===== config.mk =====
export PLATFORM = sky130hd
export DESIGN_NAME = mbus_host_if
export DESIGN_NICKNAME = d
export VERILOG_FILES = /design/src/rtl/mbus_pkg.sv /design/src/rtl/mbus_sync.sv /design/src/rtl/mbus_addr_latch.sv /design/src/rtl/mbus_lp_rst.sv /design/src/rtl/mbus_host_if.sv
export SDC_FILE = /design/constraint.sdc
export NUM_CORES = 1
export LEC_CHECK = 0
export ABC_CLOCK_PERIOD_IN_PS = 2400
export BUFFER_PORTS_ARGS = -buffer_cell sky130_fd_sc_hd__buf_2
export CAP_MARGIN = 25
export CORE_MARGIN = 2
export CORE_UTILIZATION = 50
export DETAILED_ROUTE_END_ITERATION = 8
export PLACE_DENSITY = 0.78
export SYNTH_ARGS = -nofsm -noshare
export SYNTH_HDL_FRONTEND = slang
export SYNTH_SLANG_ARGS = --single-unit

===== constraint.sdc =====
create_clock -name clk -period 2.4 [get_ports clk]
set_input_delay 0 -clock clk [delete_from_list [all_inputs] [get_ports clk]]
set_output_delay 0 -clock clk [all_outputs]
set_load 0.005 [all_outputs]

===== src/rtl/mbus_pkg.sv =====
package mbus_pkg;
  localparam int BUS_W    = 8;
  localparam int CHAN_BIT = 6;
  localparam int OFS_W    = BUS_W - 1;
  localparam int NUM_CH   = 2;
  localparam int CTL_W    = 5;   // wr, rd, lp, cs, ale
  localparam int EDGE_W   = 3;   // wr, rd, lp need edge detection

  function automatic logic [OFS_W-1:0] offset_of(input logic [BUS_W-1:0] a);
    logic [OFS_W-1:0] o;
    o = '0;
    for (int i = 0; i < BUS_W; i++) begin
      if (i < CHAN_BIT)      o[i]   = a[i];
      else if (i > CHAN_BIT) o[i-1] = a[i];
    end
    return o;
  endfunction

  function automatic logic chan_of(input logic [BUS_W-1:0] a);
    return a[CHAN_BIT];
  endfunction

  function automatic logic rise_of(input logic cur, input logic prev);
    return cur & ~prev;
  endfunction

  function automatic logic fall_of(input logic cur, input logic prev);
    return prev & ~cur;
  endfunction
endpackage


===== src/rtl/mbus_sync.sv =====
module mbus_sync #(
  parameter int          W      = 8,
  parameter int          EDGE_W = 1,
  parameter logic [W-1:0] RST_VAL = '0
) (
  input  logic              clk,
  input  logic              rst_n,
  input  logic [W-1:0]      d,
  output logic [W-1:0]      q,
  output logic [EDGE_W-1:0] q_prev
);
  logic [W-1:0] s1;

  always_ff @(posedge clk or negedge rst_n) begin
    if (!rst_n) begin
      s1     <= RST_VAL;
      q      <= RST_VAL;
      q_prev <= RST_VAL[EDGE_W-1:0];
    end else begin
      s1     <= d;
      q      <= s1;
      q_prev <= q[EDGE_W-1:0];
    end
  end
endmodule


===== src/rtl/mbus_addr_latch.sv =====
module mbus_addr_latch #(
  parameter int W = 8
) (
  input  logic         clk,
  input  logic         rst_n,
  input  logic         load,
  input  logic         clr,
  input  logic [W-1:0] d,
  output logic [W-1:0] q
);
  always_ff @(posedge clk or negedge rst_n) begin
    if (!rst_n)    q <= '0;
    else if (clr)  q <= '0;
    else if (load) q <= d;
  end
endmodule


===== src/rtl/mbus_lp_rst.sv =====
module mbus_lp_rst #(
  parameter int RST_CYC = 4
) (
  input  logic clk,
  input  logic rst_n,
  input  logic lp_fall,
  output logic rst_pulse
);
  localparam int CW = $clog2(RST_CYC + 1);
  localparam logic [CW-1:0] LOAD = CW'(RST_CYC);

  logic [CW-1:0] cnt;

  always_ff @(posedge clk or negedge rst_n) begin
    if (!rst_n)            cnt <= '0;
    else if (lp_fall)      cnt <= LOAD;
    else if (cnt != '0)    cnt <= cnt - 1'b1;
  end

  assign rst_pulse = (cnt != '0);
endmodule


===== src/rtl/mbus_host_if.sv =====
module mbus_host_if
  import mbus_pkg::*;
#(
  parameter int RST_CYC = 4
) (
  input  logic              clk,
  input  logic              rst_n,
  input  logic              lp_in,
  input  logic              ale_n,
  input  logic              cs_n,
  input  logic              rd_n,
  input  logic              wr_n,
  input  logic [BUS_W-1:0]  bus_in,
  output logic [BUS_W-1:0]  bus_out,
  output logic              bus_oe,
  output logic [OFS_W-1:0]  reg_ofs,
  output logic [NUM_CH-1:0] wr_stb,
  output logic [NUM_CH-1:0] rd_stb,
  output logic [BUS_W-1:0]  wr_data,
  input  logic [BUS_W-1:0]  rd_data_a,
  input  logic [BUS_W-1:0]  rd_data_b,
  output logic              chan_rst
);
  localparam int SW = CTL_W + BUS_W;
  localparam logic [SW-1:0] SYNC_RST = {{BUS_W{1'b0}}, 5'b11011};

  logic [SW-1:0]     raw, sq;
  logic [EDGE_W-1:0] sp;

  assign raw = {bus_in, ale_n, cs_n, lp_in, rd_n, wr_n};

  mbus_sync #(.W(SW), .EDGE_W(EDGE_W), .RST_VAL(SYNC_RST)) u_sync (
    .clk(clk), .rst_n(rst_n), .d(raw), .q(sq), .q_prev(sp)
  );

  logic             wr_s, rd_s, lp_s, cs_s, ale_s;
  logic [BUS_W-1:0] bus_s;
  assign wr_s  = sq[0];
  assign rd_s  = sq[1];
  assign lp_s  = sq[2];
  assign cs_s  = sq[3];
  assign ale_s = sq[4];
  assign bus_s = sq[SW-1:CTL_W];

  // named internal events
  logic wr_rise, rd_fall, lp_fall;
  logic lp_gate, data_ph, addr_load, addr_clr;
  logic rd_hit, wr_hit, oe_nxt;

  assign wr_rise = rise_of(wr_s, sp[0]);
  assign rd_fall = fall_of(rd_s, sp[1]);
  assign lp_fall = fall_of(lp_s, sp[2]);

  mbus_lp_rst #(.RST_CYC(RST_CYC)) u_lp (
    .clk(clk), .rst_n(rst_n), .lp_fall(lp_fall), .rst_pulse(chan_rst)
  );

  assign lp_gate   = lp_s | chan_rst;
  assign addr_clr  = chan_rst;
  assign addr_load = ~ale_s & ~lp_gate;
  assign data_ph   = ale_s & ~cs_s & ~lp_gate;
  assign rd_hit    = data_ph & rd_fall;
  assign wr_hit    = data_ph & wr_rise;
  assign oe_nxt    = data_ph & ~rd_s;

  logic [BUS_W-1:0] addr_q;

  mbus_addr_latch #(.W(BUS_W)) u_addr (
    .clk(clk), .rst_n(rst_n), .load(addr_load), .clr(addr_clr),
    .d(bus_s), .q(addr_q)
  );

  logic sel;
  assign sel     = chan_of(addr_q);
  assign reg_ofs = offset_of(addr_q);

  logic [NUM_CH-1:0] rd_nxt, wr_nxt;

  for (genvar c = 0; c < NUM_CH; c++) begin : g_ch
    assign rd_nxt[c] = rd_hit & (sel == c[0]);
    assign wr_nxt[c] = wr_hit & (sel == c[0]);
  end

  always_ff @(posedge clk or negedge rst_n) begin
    if (!rst_n) begin
      rd_stb  <= '0;
      wr_stb  <= '0;
      bus_oe  <= 1'b0;
      wr_data <= '0;
    end else begin
      rd_stb <= rd_nxt;
      wr_stb <= wr_nxt;
      bus_oe <= oe_nxt;
      if (wr_hit) wr_data <= bus_s;
    end
  end

  always_comb begin
    bus_out = '0;
    if (bus_oe) bus_out = sel ? rd_data_b : rd_data_a;
  end
endmodule


==> impl_metrics.json, run 1 <==
{
  "outcome": "finished clean",
  "synthCells": 136,
  "synth_edf_count": 0,
  "grt_max_degree": 54,
  "timing.clock.skew_ns": 0.00426,
  "drt-total-wl_um": 3600,
  "synth-seq-cells": 53,
  "ant_nets": 0,
  "nNetsFinal": 238,
  "initialDrtViolationCount": 27,
  "cts.clk_slew.worst_paths_ns": 0.09,
  "ctsLongestPathBuffers": 2,
  "arrival_ns": 2.17,
  "tritoncts": "yes",
  "clock.fmax_mhz": 504,
  "clockRootBuffer": "clkbuf_8",
  "routed-via-count": 1264,
  "track_usage": 0.176,
  "cells_along_the_critical_path": "inv_1 -> ha_1 -> nand2b_4 -> or4_4 -> mux2_4",
  "drc_errors": 0,
  "synth.avg_cell_area_um2": 14.2,
  "cts_resized": 0,
  "ys.flop_type": "dfrtp_1",
  "tritoncts.num_buffers": 5,
  "global_route.overflow_total": 0,
  "chipHeight_um": 66.2,
  "initial_utilization": 0.524,
  "grt_pass1_vias": 1307,
  "irDropWorstVdd_uv": 631,
  "critical_path.slowest_cell": "or4_4",
  "dieArea_um2": 4380,
  "power_leakage_nw": 1.25,
  "yosys-top-cells-count": "43 x dfrtp_1, 10 x dfstp_2, 9 x a21oi_1, 9 x nor2b_1",
  "yosysMostFrequentCell": "dfrtp_1",
  "timing.critical_path.fanout_max": 14,
  "fin_area_um2": 2470,
  "drive_gt1_frac": 0.427,
  "yosys.area.top_type_share": 0.557,
  "avgViaCountPerCell": 4.98,
  "num_antenna_cells": 0,
  "top_level_ports": 60,
  "slew_viol_final": 0,
  "placement.cell_area_um2": 2200,
  "grt_antenna_before_repair": 0,
  "detailed_placer_s_ending_hpwl_um": 2500,
  "synth-seq-area-share": 0.693,
  "synth_warnings": 0,
  "numClockSinks": 53,
  "max_stage_delay_ns": 0.67,
  "grt_pass1_wl_um": 5510,
  "mappedNetlistNets": 169,
  "place.port_buffers": 59,
  "timing.max_cap.violations": 0,
  "placer_s_final_routability_congestion_estimate": 0.757,
  "synth.largest_area_cell": "dfrtp_1",
  "maxSlewHeadroom": 0.631,
  "report.final.hold_viol_count": 0,
  "die_x_um": 66.2,
  "detail_route.wl_per_cell_um": 14.2,
  "area.growth.synth_to_final_pct": 27.7,
  "post_synth_main_area_contributors": "dfrtp_1 56%, dfstp_2 14%, mux2_4 6.2%, mux2i_1 4.1%, buf_4 3.1%",
  "synth-async-reset-ratio": 1.00,
  "timing_worst_setup_path_type": "reg2reg",
  "dr.pass1.iters": 4,
  "cts_htree_levels": 2,
  "fin_tns_setup_ns": 0,
  "power_per_cell_area_nw_per_um2": 802,
  "finalSetupViolCount": 0,
  "std_cell_rows": 22,
  "hold_path.class": "in2async",
  "min_period_ns": 1.98,
  "netlist-cell-type-count": 23,
  "timing.final.crit_share": 0.827,
  "floorplan.core_area_um2": 3690,
  "endpoint_kind": "register",
  "final_core_utilization": 0.669,
  "timing_worst_slew_pin_value_ns": 0.551,
  "critical_path.startpoint_type": "register",
  "data_required_time_of_the_worst_path_ns": 2.59,
  "syn-cell-area_um2": 1930,
  "clk-insertion-delay-late_ns": 0.30,
  "grt_setup_unrepaired": "no"
}
-- cell families (layout without fill, tap and decap cells) --
logic type | Yosys count | count (layout) | synth area share
buffers and inverters | 16 | 86 | 0.0505
adder cells (fa/ha/maj) | 2 | 2 | 0.0130
AO/OA/AOI/OAI | 19 | 19 | 0.0518
multiplexers | 16 | 16 | 0.104
flip-flops | 53 | 53 | 0.693
AND/OR/NAND/NOR | 29 | 29 | 0.0835
XOR/XNOR | 1 | 1 | 0.00453
-- sequential cells by signal, indices dropped and copies added (netlist names) --
| register | flops |
|---|---|
| u_addr.q | 8 |
| u_sync.q | 13 |
| wr_stb | 2 |
| bus_oe | 1 |
| rd_stb | 2 |
| u_lp.cnt | 3 |
| u_sync.q_prev | 3 |
| u_sync.s1 | 13 |
| wr_data | 8 |
-- metal layers --
layer  wire length (µm)  vias up  share of wire  global-route usage
met1               1390      605           0.39               0.172
met2               1790       65           0.50               0.320
met3                286       13          0.079              0.0647
met5                  0        -              0                   0
li1                   -      581              -                   -
met4                136        0          0.038              0.0918
-- timing repair --
action / in CTS / in global routing
endpoints found under the hold margin: 56 / 0
setup endpoints to repair: 0 / 0
setup buffers: 0 / 0
hold buffers: 14 / 0
-- path summary, 6_finish.rpt --
check,startpoint,end,slack (ns),depth (start not counted)
hold / removal,rst_n,u_sync.q[12],0.18,2
min in group clk,rd_data_a[4],bus_out[4],0.33,4
max in group asynchronous,rst_n,u_sync.q[4],1.64,3
hold reg to reg,u_sync.s1[9],u_sync.q[9],0.35,0
setup / recovery,u_lp.cnt[0],wr_data[4],0.42,5
setup reg to reg,u_lp.cnt[0],wr_data[4],0.42,5
-- critical path, delay by kind of cell, from the launching register on --
family | cells | cell delay, ns
adders and majority gates | 1 | 0.23
buffers and inverters | 1 | 0.09
DFF | 1 | 0.40
and+or+nand+nor | 2 | 0.81
muxes | 1 | 0.34
-- cell type report --
type | instances | area [µm²]
Sequential cell | 53 | 1340
Fill cell | 264 | 1220
Multi-Input combinational cell | 67 | 495
Timing Repair Buffer | 74 | 455
Clock buffer | 7 | 96.3
Tap cell | 48 | 60.1
Inverter | 4 | 15.0
Clock inverter | 1 | 5.00
-- cells in the final DEF (no fill, tap or decap) --
master         instances
buf_2                 59
dfrtp_1               43
dlygate4sd3_1         14
dfstp_2               10
nor2b_1                9
a21oi_1                9
mux2i_1                8
mux2_4                 8
nand2_1                8
o21ai_0                8
clkbuf_8               7
nor2_1                 5
inv_1                  4
nand2b_1               2
and3_1                 2
ha_1                   2
nand2b_4               1
nor4_1                 1
or4_4                  1
a211oi_1               1
xnor2_1                1
o31ai_1                1
clkinv_2               1
buf_12                 1
-- power breakdown --
group | leakage [nW] | switching (W) | total (W) | internal [W]
logic | 0.544 | 0.000167 | 0.000376 | 0.000208
registers | 0.650 | 0.0000743 | 0.00108 | 0.00101
clock network | 0.0542 | 0.000260 | 0.000521 | 0.000261
-- stage by stage --
stage	setup slack (ns)	hold WS, ns	instances	power [W]
after floorplan	0.609	-0.296	136	0.00131
after global placement	0.525	0.105	231	0.00142
after detailed placement	0.438	0.106	231	0.00146
after CTS	0.414	0.329	253	0.00199
after global routing	0.370	0.227	254	0.00208
final	0.415	0.176	254	0.00198
No activity file was read; power rests on OpenSTA's default activity.
==> run 2, diff against run 1 <==
--- a/config.mk
+++ b/config.mk
@@ -5,13 +5,14 @@
 export SDC_FILE = /design/constraint.sdc
 export NUM_CORES = 1
 export LEC_CHECK = 0
-export ABC_CLOCK_PERIOD_IN_PS = 2400
+export ABC_AREA = 1
+export ABC_CLOCK_PERIOD_IN_PS = 1800
 export BUFFER_PORTS_ARGS = -buffer_cell sky130_fd_sc_hd__buf_2
 export CAP_MARGIN = 25
 export CORE_MARGIN = 2
-export CORE_UTILIZATION = 50
+export CORE_UTILIZATION = 45
 export DETAILED_ROUTE_END_ITERATION = 8
-export PLACE_DENSITY = 0.78
+export PLACE_DENSITY = 0.74
 export SYNTH_ARGS = -nofsm -noshare
 export SYNTH_HDL_FRONTEND = slang
 export SYNTH_SLANG_ARGS = --single-unit
==> constraint.sdc (replaced) <==
create_clock -name clk -period 1.8 [get_ports clk]
set_input_delay 0 -clock clk [delete_from_list [all_inputs] [get_ports clk]]
set_output_delay 0 -clock clk [all_outputs]
set_load 0.005 [all_outputs]
==> run 2 against run 1 <==
Design area is 1.5% higher. Clock power grew 24%. Clock skew increased by 0.0065 ns. First-iteration DRC count up 67%. Critical endpoint is now u_addr.q[5]. Largest cell class unchanged. Largest power group unchanged.
==> impl_metrics.json, run 2 <==
{
  "outcome": "finished clean",
  "routed-via-count": 1351,
  "ctsLongestPathBuffers": 2,
  "arrival_ns": 1.61,
  "critical_path.startpoint_type": "register",
  "power_per_cell_area_nw_per_um2": 1050,
  "irDropWorstVdd_uv": 636,
  "nNetsFinal": 275,
  "final_core_utilization": 0.583,
  "numClockSinks": 53,
  "clockRootBuffer": "clkbuf_8",
  "num_antenna_cells": 0,
  "place.port_buffers": 59,
  "drt-total-wl_um": 3180,
  "cts.clk_slew.worst_paths_ns": 0.08,
  "avgViaCountPerCell": 4.58,
  "grt_antenna_before_repair": 0,
  "initial_utilization": 0.461,
  "timing.max_cap.violations": 0,
  "timing.clock.skew_ns": 0.0107,
  "area.growth.synth_to_final_pct": 26.6,
  "drc_errors": 0,
  "regToRegEndpoint": "u_addr.q[5]",
  "ff2ff_path_depth": 7,
  "synth.largest_area_cell": "dfrtp_1",
  "grt_pass1_vias": 1228,
  "critical_path.slowest_cell": "dfrtp_1",
  "placer_s_final_routability_congestion_estimate": 0.750,
  "finalSetupViolCount": 0,
  "detail_route.wl_per_cell_um": 10.8,
  "tritoncts.num_buffers": 5,
  "netlist-cell-type-count": 22,
  "tritoncts": "yes",
  "min_period_ns": 1.42,
  "syn-cell-area_um2": 1980,
  "die_x_um": 70.3,
  "global_route.overflow_total": 0,
  "synth-async-reset-ratio": 1.00,
  "clock.fmax_mhz": 704,
  "cts_htree_levels": 2,
  "synth-seq-cells": 53,
  "floorplan.core_area_um2": 4290,
  "grt_max_degree": 25,
  "chipHeight_um": 70.3,
  "post_synth_main_area_contributors": "dfrtp_1 54%, dfstp_2 13%, nand2_1 7.0%, nor2_1 3.8%, o21ai_1 2.8%",
  "mostFrequentLayoutCell": "buf_2",
  "hold_path.class": "in2async",
  "timing.critical_path.fanout_max": 12,
  "layout_common_cells": "59 x buf_2, 43 x dfrtp_1, 37 x nand2_1",
  "initialDrtViolationCount": 45,
  "placement.cell_area_um2": 2270,
  "fin_area_um2": 2500,
  "largest_registers": "u_sync.q x13, u_sync.s1 x13",
  "yosysMostFrequentCell": "dfrtp_1",
  "maxSlewHeadroom": 0.684,
  "synth-seq-area-share": 0.677,
  "timing_worst_slew_pin_value_ns": 0.473,
  "data_required_time_of_the_worst_path_ns": 1.99,
  "mappedNetlistNets": 203,
  "worst_slack_ns": 0.380,
  "dr.pass1.iters": 4,
  "endpoint_kind": "register",
  "max_stage_delay_ns": 0.40,
  "ys.flop_type": "dfrtp_1",
  "track_usage": 0.143,
  "dieArea_um2": 4940,
  "cts_resized": 0,
  "r2r-start": "u_lp.cnt[0]",
  "ant_nets": 0,
  "post_cts_hold_buffer_count": 14,
  "post_cts.repair.setup_buffers": 0,
  "yosys-top-cells-count": "43 x dfrtp_1, 37 x nand2_1, 20 x nor2_1, 11 x o21ai_1, 10 x dfstp_2",
  "grt_pass1_wl_um": 5480,
  "timing.final.crit_share": 0.789,
  "cells_along_the_critical_path": "inv_1 -> ha_1 -> nand2_4 -> nor2_8 -> nand2_2 -> nand3_1 -> nand2_1",
  "setup_slack_at_placement_ns": 0.388,
  "synth.avg_cell_area_um2": 11.6,
  "synth_warnings": 0,
  "detailed_placer_s_ending_hpwl_um": 2390,
  "fin_tns_setup_ns": 0,
  "tightest_hold_margin_ns": 0.199,
  "synthCells": 170,
  "clk-insertion-delay-late_ns": 0.30,
  "yosys.area.top_type_share": 0.544,
  "drive_gt1_frac": 0.383,
  "std_cell_rows": 24,
  "grt_setup_unrepaired": "no",
  "slew_viol_final": 0,
  "top_level_ports": 60,
  "report.final.hold_viol_count": 0,
  "worst-r2r-setup-slack_ns": 0.38,
  "synth_edf_count": 0,
  "power_leakage_nw": 1.34,
  "timing_worst_setup_path_type": "reg2reg"
}
run 2: changes by cell type after synthesis, sizes merged, moves of 9 or more:
| cell | before | now |
|---|---|---|
| nand3 | 0 | 10 |
| nor2b | 9 | 0 |
| nand2 | 8 | 39 |
| nor2 | 5 | 25 |
run 2: worst max path at each step:
stage | endpoint | slack (ns) | startpoint | depth (start not counted)
5_1_grt | wr_data[7] | 0.26 | u_lp.cnt[0] | 7
2_1_floorplan | rd_stb[0] | 0.60 | u_lp.cnt[0] | 7
6_report | u_addr.q[5] | 0.38 | u_lp.cnt[0] | 7
4_1_cts | u_addr.q[5] | 0.38 | u_lp.cnt[0] | 7
3_5_place_dp | u_addr.q[5] | 0.39 | u_lp.cnt[0] | 7
3_3_place_gp | wr_data[6] | 0.44 | u_lp.cnt[0] | 7
run 2: kinds of logic after synthesis:
family                     count (synthesis)  share of synthesized area
DFF                                       53                      0.677
and+or+nand+nor                           83                      0.216
xor gates and xnor gates                   1                    0.00443
AOI/OAI and AO/OA                         12                     0.0323
adders and majority gates                  2                     0.0126
buffers and inverters                     19                     0.0576
run 2: area by class of cell:
type / instances / area, µm²
tap: 52 / 65.1
timing repair buffer: 75 / 450
multi-input combinational: 98 / 526
inverter: 9 / 33.8
sequential: 53 / 1340
clock buffer: 8 / 90.1
fill: 391 / 1790
run 2: critical path: cells and delay by family (launching register included):
family,cells,cell delay (ns)
and+or+nand+nor,5,0.63
adders and majority gates,1,0.20
DFF,1,0.40
buffers and inverters,1,0.09
run 2: per-stage QoR:
stage               std cells  power (W)
finish                    295    0.00263
global route              295    0.00281
CTS                       295    0.00266
detailed placement        273    0.00199
global placement          273    0.00197
floorplan                 170    0.00180
run 2: metal layers:
metal  up-vias  track usage  share of wire
met1       610        0.179           0.43
li1        681            -              -
met4         0       0.0812          0.021
met5         -            0              0
met2        55        0.220           0.46
met3         5       0.0418          0.084
run 2: where the power goes:
group / leakage [nW] / internal [W] / total (W) / switching [W]
Clock: 0.0455 / 0.000314 / 0.000645 / 0.000331
Combinational: 0.646 / 0.000229 / 0.000535 / 0.000306
Sequential: 0.650 / 0.00135 / 0.00145 / 0.0000955
==> run 3, diff against run 2 <==
--- a/config.mk
+++ b/config.mk
@@ -5,8 +5,8 @@
 export SDC_FILE = /design/constraint.sdc
 export NUM_CORES = 1
 export LEC_CHECK = 0
-export ABC_AREA = 1
-export ABC_CLOCK_PERIOD_IN_PS = 1800
+export ABC_AREA = 0
+export ABC_CLOCK_PERIOD_IN_PS = 1300
 export BUFFER_PORTS_ARGS = -buffer_cell sky130_fd_sc_hd__buf_2
 export CAP_MARGIN = 25
 export CORE_MARGIN = 2
==> constraint.sdc (replaced) <==
create_clock -name clk -period 1.3 [get_ports clk]
set_input_delay 0 -clock clk [delete_from_list [all_inputs] [get_ports clk]]
set_output_delay 0 -clock clk [all_outputs]
set_load 0.005 [all_outputs]
==> run 3 against run 2 <==
The run now ends with negative setup slack left. Count of clock-buffer cells in the layout is 3 lower. Die area decreased by 2.2%. Sequential share of layout area is 2.9 points lower. Critical endpoint is now wr_data[4]. Largest power group unchanged.
==> impl_metrics.json, run 3 (synthesis gave the netlist of run 1 again) <==
{
  "grt_max_degree": 30,
  "data_required_time_of_the_worst_path_ns": 1.50,
  "layout_common_cells": "59 x buf_2, 43 x dfrtp_1, 14 x dlygate4sd3_1",
  "finalSetupViolCount": 21,
  "placer_s_final_routability_congestion_estimate": 0.846,
  "outcome": "finished with violations",
  "track_usage": 0.164,
  "floorplan.core_area_um2": 4060,
  "power_switching_share": 0.277,
  "r2r-start": "u_sync.q[0]",
  "fill_cells": 287,
  "power_per_cell_area_nw_per_um2": 1460,
  "std_cell_rows": 23,
  "avgViaCountPerCell": 4.77,
  "initial_utilization": 0.476,
  "endpoint_kind": "register",
  "power.clock.fraction": 0.244,
  "largest_registers": "u_sync.q x13, u_sync.s1 x13",
  "area.growth.synth_to_final_pct": 36.9,
  "dr.pass1.iters": 4,
  "initialDrtViolationCount": 50,
  "mostFrequentLayoutCell": "buf_2",
  "timing_worst_setup_path_type": "reg2reg",
  "ctsLongestPathBuffers": 2,
  "chipHeight_um": 69.5,
  "clk-insertion-delay-late_ns": 0.31,
  "share_seq_of_total_power": 0.513,
  "global_route.overflow_total": 0,
  "die_x_um": 69.5,
  "power_report.internal_total_w": 0.00279,
  "timing.final.crit_share": 1.27,
  "dieArea_um2": 4830,
  "place.port_buffers": 59,
  "crit_start": "u_sync.q[0]",
  "timing.clock.skew_ns": 0.00919,
  "power_leakage_nw": 1.31,
  "worst_slack_ns": -0.345,
  "setup_slack_at_placement_ns": -0.370,
  "drt-total-wl_um": 3710,
  "top_level_ports": 60,
  "arrival_ns": 1.84,
  "timing.critical_path.fanout_max": 5,
  "worst-r2r-setup-slack_ns": -0.34,
  "tritoncts": "yes",
  "sequential_cell_area_um2": 1340,
  "violations": "negative setup slack",
  "tritoncts.num_buffers": 5,
  "regToRegEndpoint": "wr_data[4]",
  "ant_nets": 0,
  "cts.clk_slew.worst_paths_ns": 0.10,
  "numClockSinks": 53,
  "switching_power_w": 0.00107,
  "irDropWorstVdd_uv": 925,
  "drc_errors": 0,
  "drive_gt1_frac": 0.505,
  "report.final.hold_viol_count": 0,
  "hold_path.class": "in2async",
  "clockRootBuffer": "clkbuf_8",
  "detailed_placer_s_ending_hpwl_um": 2680,
  "worstSetupEndpoint": "wr_data[4]",
  "ff2ff_path_depth": 3,
  "multiInputGateArea_um2": 564,
  "grt_setup_unrepaired": "yes",
  "min_period_ns": 1.64,
  "num_antenna_cells": 0,
  "placement.cell_area_um2": 2330,
  "nNetsFinal": 252,
  "timing_worst_slew_pin_value_ns": 0.538,
  "grt_pass1_vias": 1379,
  "routed-via-count": 1287,
  "cts_htree_levels": 2,
  "clock.fmax_mhz": 608,
  "timing.max_cap.violations": 0,
  "grt_pass1_wl_um": 6200,
  "pwr-share-comb": 0.244,
  "slew_viol_final": 0,
  "fin_area_um2": 2650,
  "critical_path.startpoint_type": "register",
  "maxSlewHeadroom": 0.641,
  "grt_antenna_before_repair": 0,
  "detail_route.wl_per_cell_um": 13.8
}
[run 3: changes by cell type in the layout (fill, tap and decap cells not counted), moves of 3 or more]
cell and delta:
a21oi_1 +9, buf_4 +9, inv_2 -3, mux2_4 +8
mux2i_1 +8, nand2_1 -29, nand3_1 -8, nand4_1 -8
nor2_1 -18, nor2b_1 +9, o21ai_0 +8, o21ai_1 -11
[run 3: layout make-up]
cell class	count	area share
flip-flops and latches	53	0.506
repair buffers	87	0.215
multi-input cells	68	0.213
clock buffers	5	0.0260
well taps	50	0.0237
clock inverters	3	0.00993
inverters	4	0.00568
[run 3: what timing repair did]
| item | in CTS | in global routing |
|---|---|---|
| buffers inserted | 2 | 1 |
| setup endpoints to repair | 28 | 24 |
| hold buffers | 14 | 0 |
| hold endpoints to repair | 27 | 0 |
| gates cloned | 1 | 0 |
| resized for setup | 7 | 3 |
[run 3: per-layer routing]
metal	vias up	wire (µm)	global-route usage	part of all wire
li1	609	-	-	-
met1	616	1430	0.187	0.39
met2	54	1920	0.283	0.52
met3	8	291	0.0465	0.078
met4	0	67	0.0784	0.018
met5	-	0	0	0
[run 3: metrics by stage]
stage / hold WS [ns] / cells / util / TNS, ns / power [W]
2_1_floorplan: -0.296 / 136 / - / -3.60 / 0.00246
3_3_place_gp: 0.00431 / 244 / 0.575 / -3.20 / 0.00281
3_5_place_dp: 0.0105 / 244 / 0.575 / -3.71 / 0.00288
4_1_cts: 0.212 / 269 / 0.646 / -3.48 / 0.00387
5_1_grt: 0.250 / 270 / 0.652 / -4.93 / 0.00405
6_report: 0.199 / 270 / 0.652 / -3.64 / 0.00386
[run 3: worst max-delay path, cell delays in order, from the launching register on]
cell	delay (ns)
dfstp_2	0.54
nand2b_1	0.08
or4_4	0.60
mux2_4	0.32
[run 3: power groups by stage]
stage          logic (W)  clock network (W)  registers, W
2_1_floorplan   0.000469                  0       0.00199
3_3_place_gp    0.000815                  0       0.00200
3_5_place_dp    0.000872                  0       0.00201
4_1_cts         0.000924           0.000963       0.00198
5_1_grt          0.00102            0.00102       0.00200
6_report        0.000941           0.000941       0.00198
[run 3: worst min-delay path by stage]
stage                from          endpoint  slack [ns]  cells past startpoint
finish              rst_n  u_sync.q_prev[2]        0.20                      2
global route        rst_n     u_sync.s1[12]        0.25                      2
CTS                 rst_n  u_sync.q_prev[2]        0.21                      2
detailed placement  rst_n     u_sync.s1[10]        0.01                      1
global placement    rst_n     u_sync.s1[10]       0.004                      1
floorplan           rst_n            bus_oe       -0.30                      0
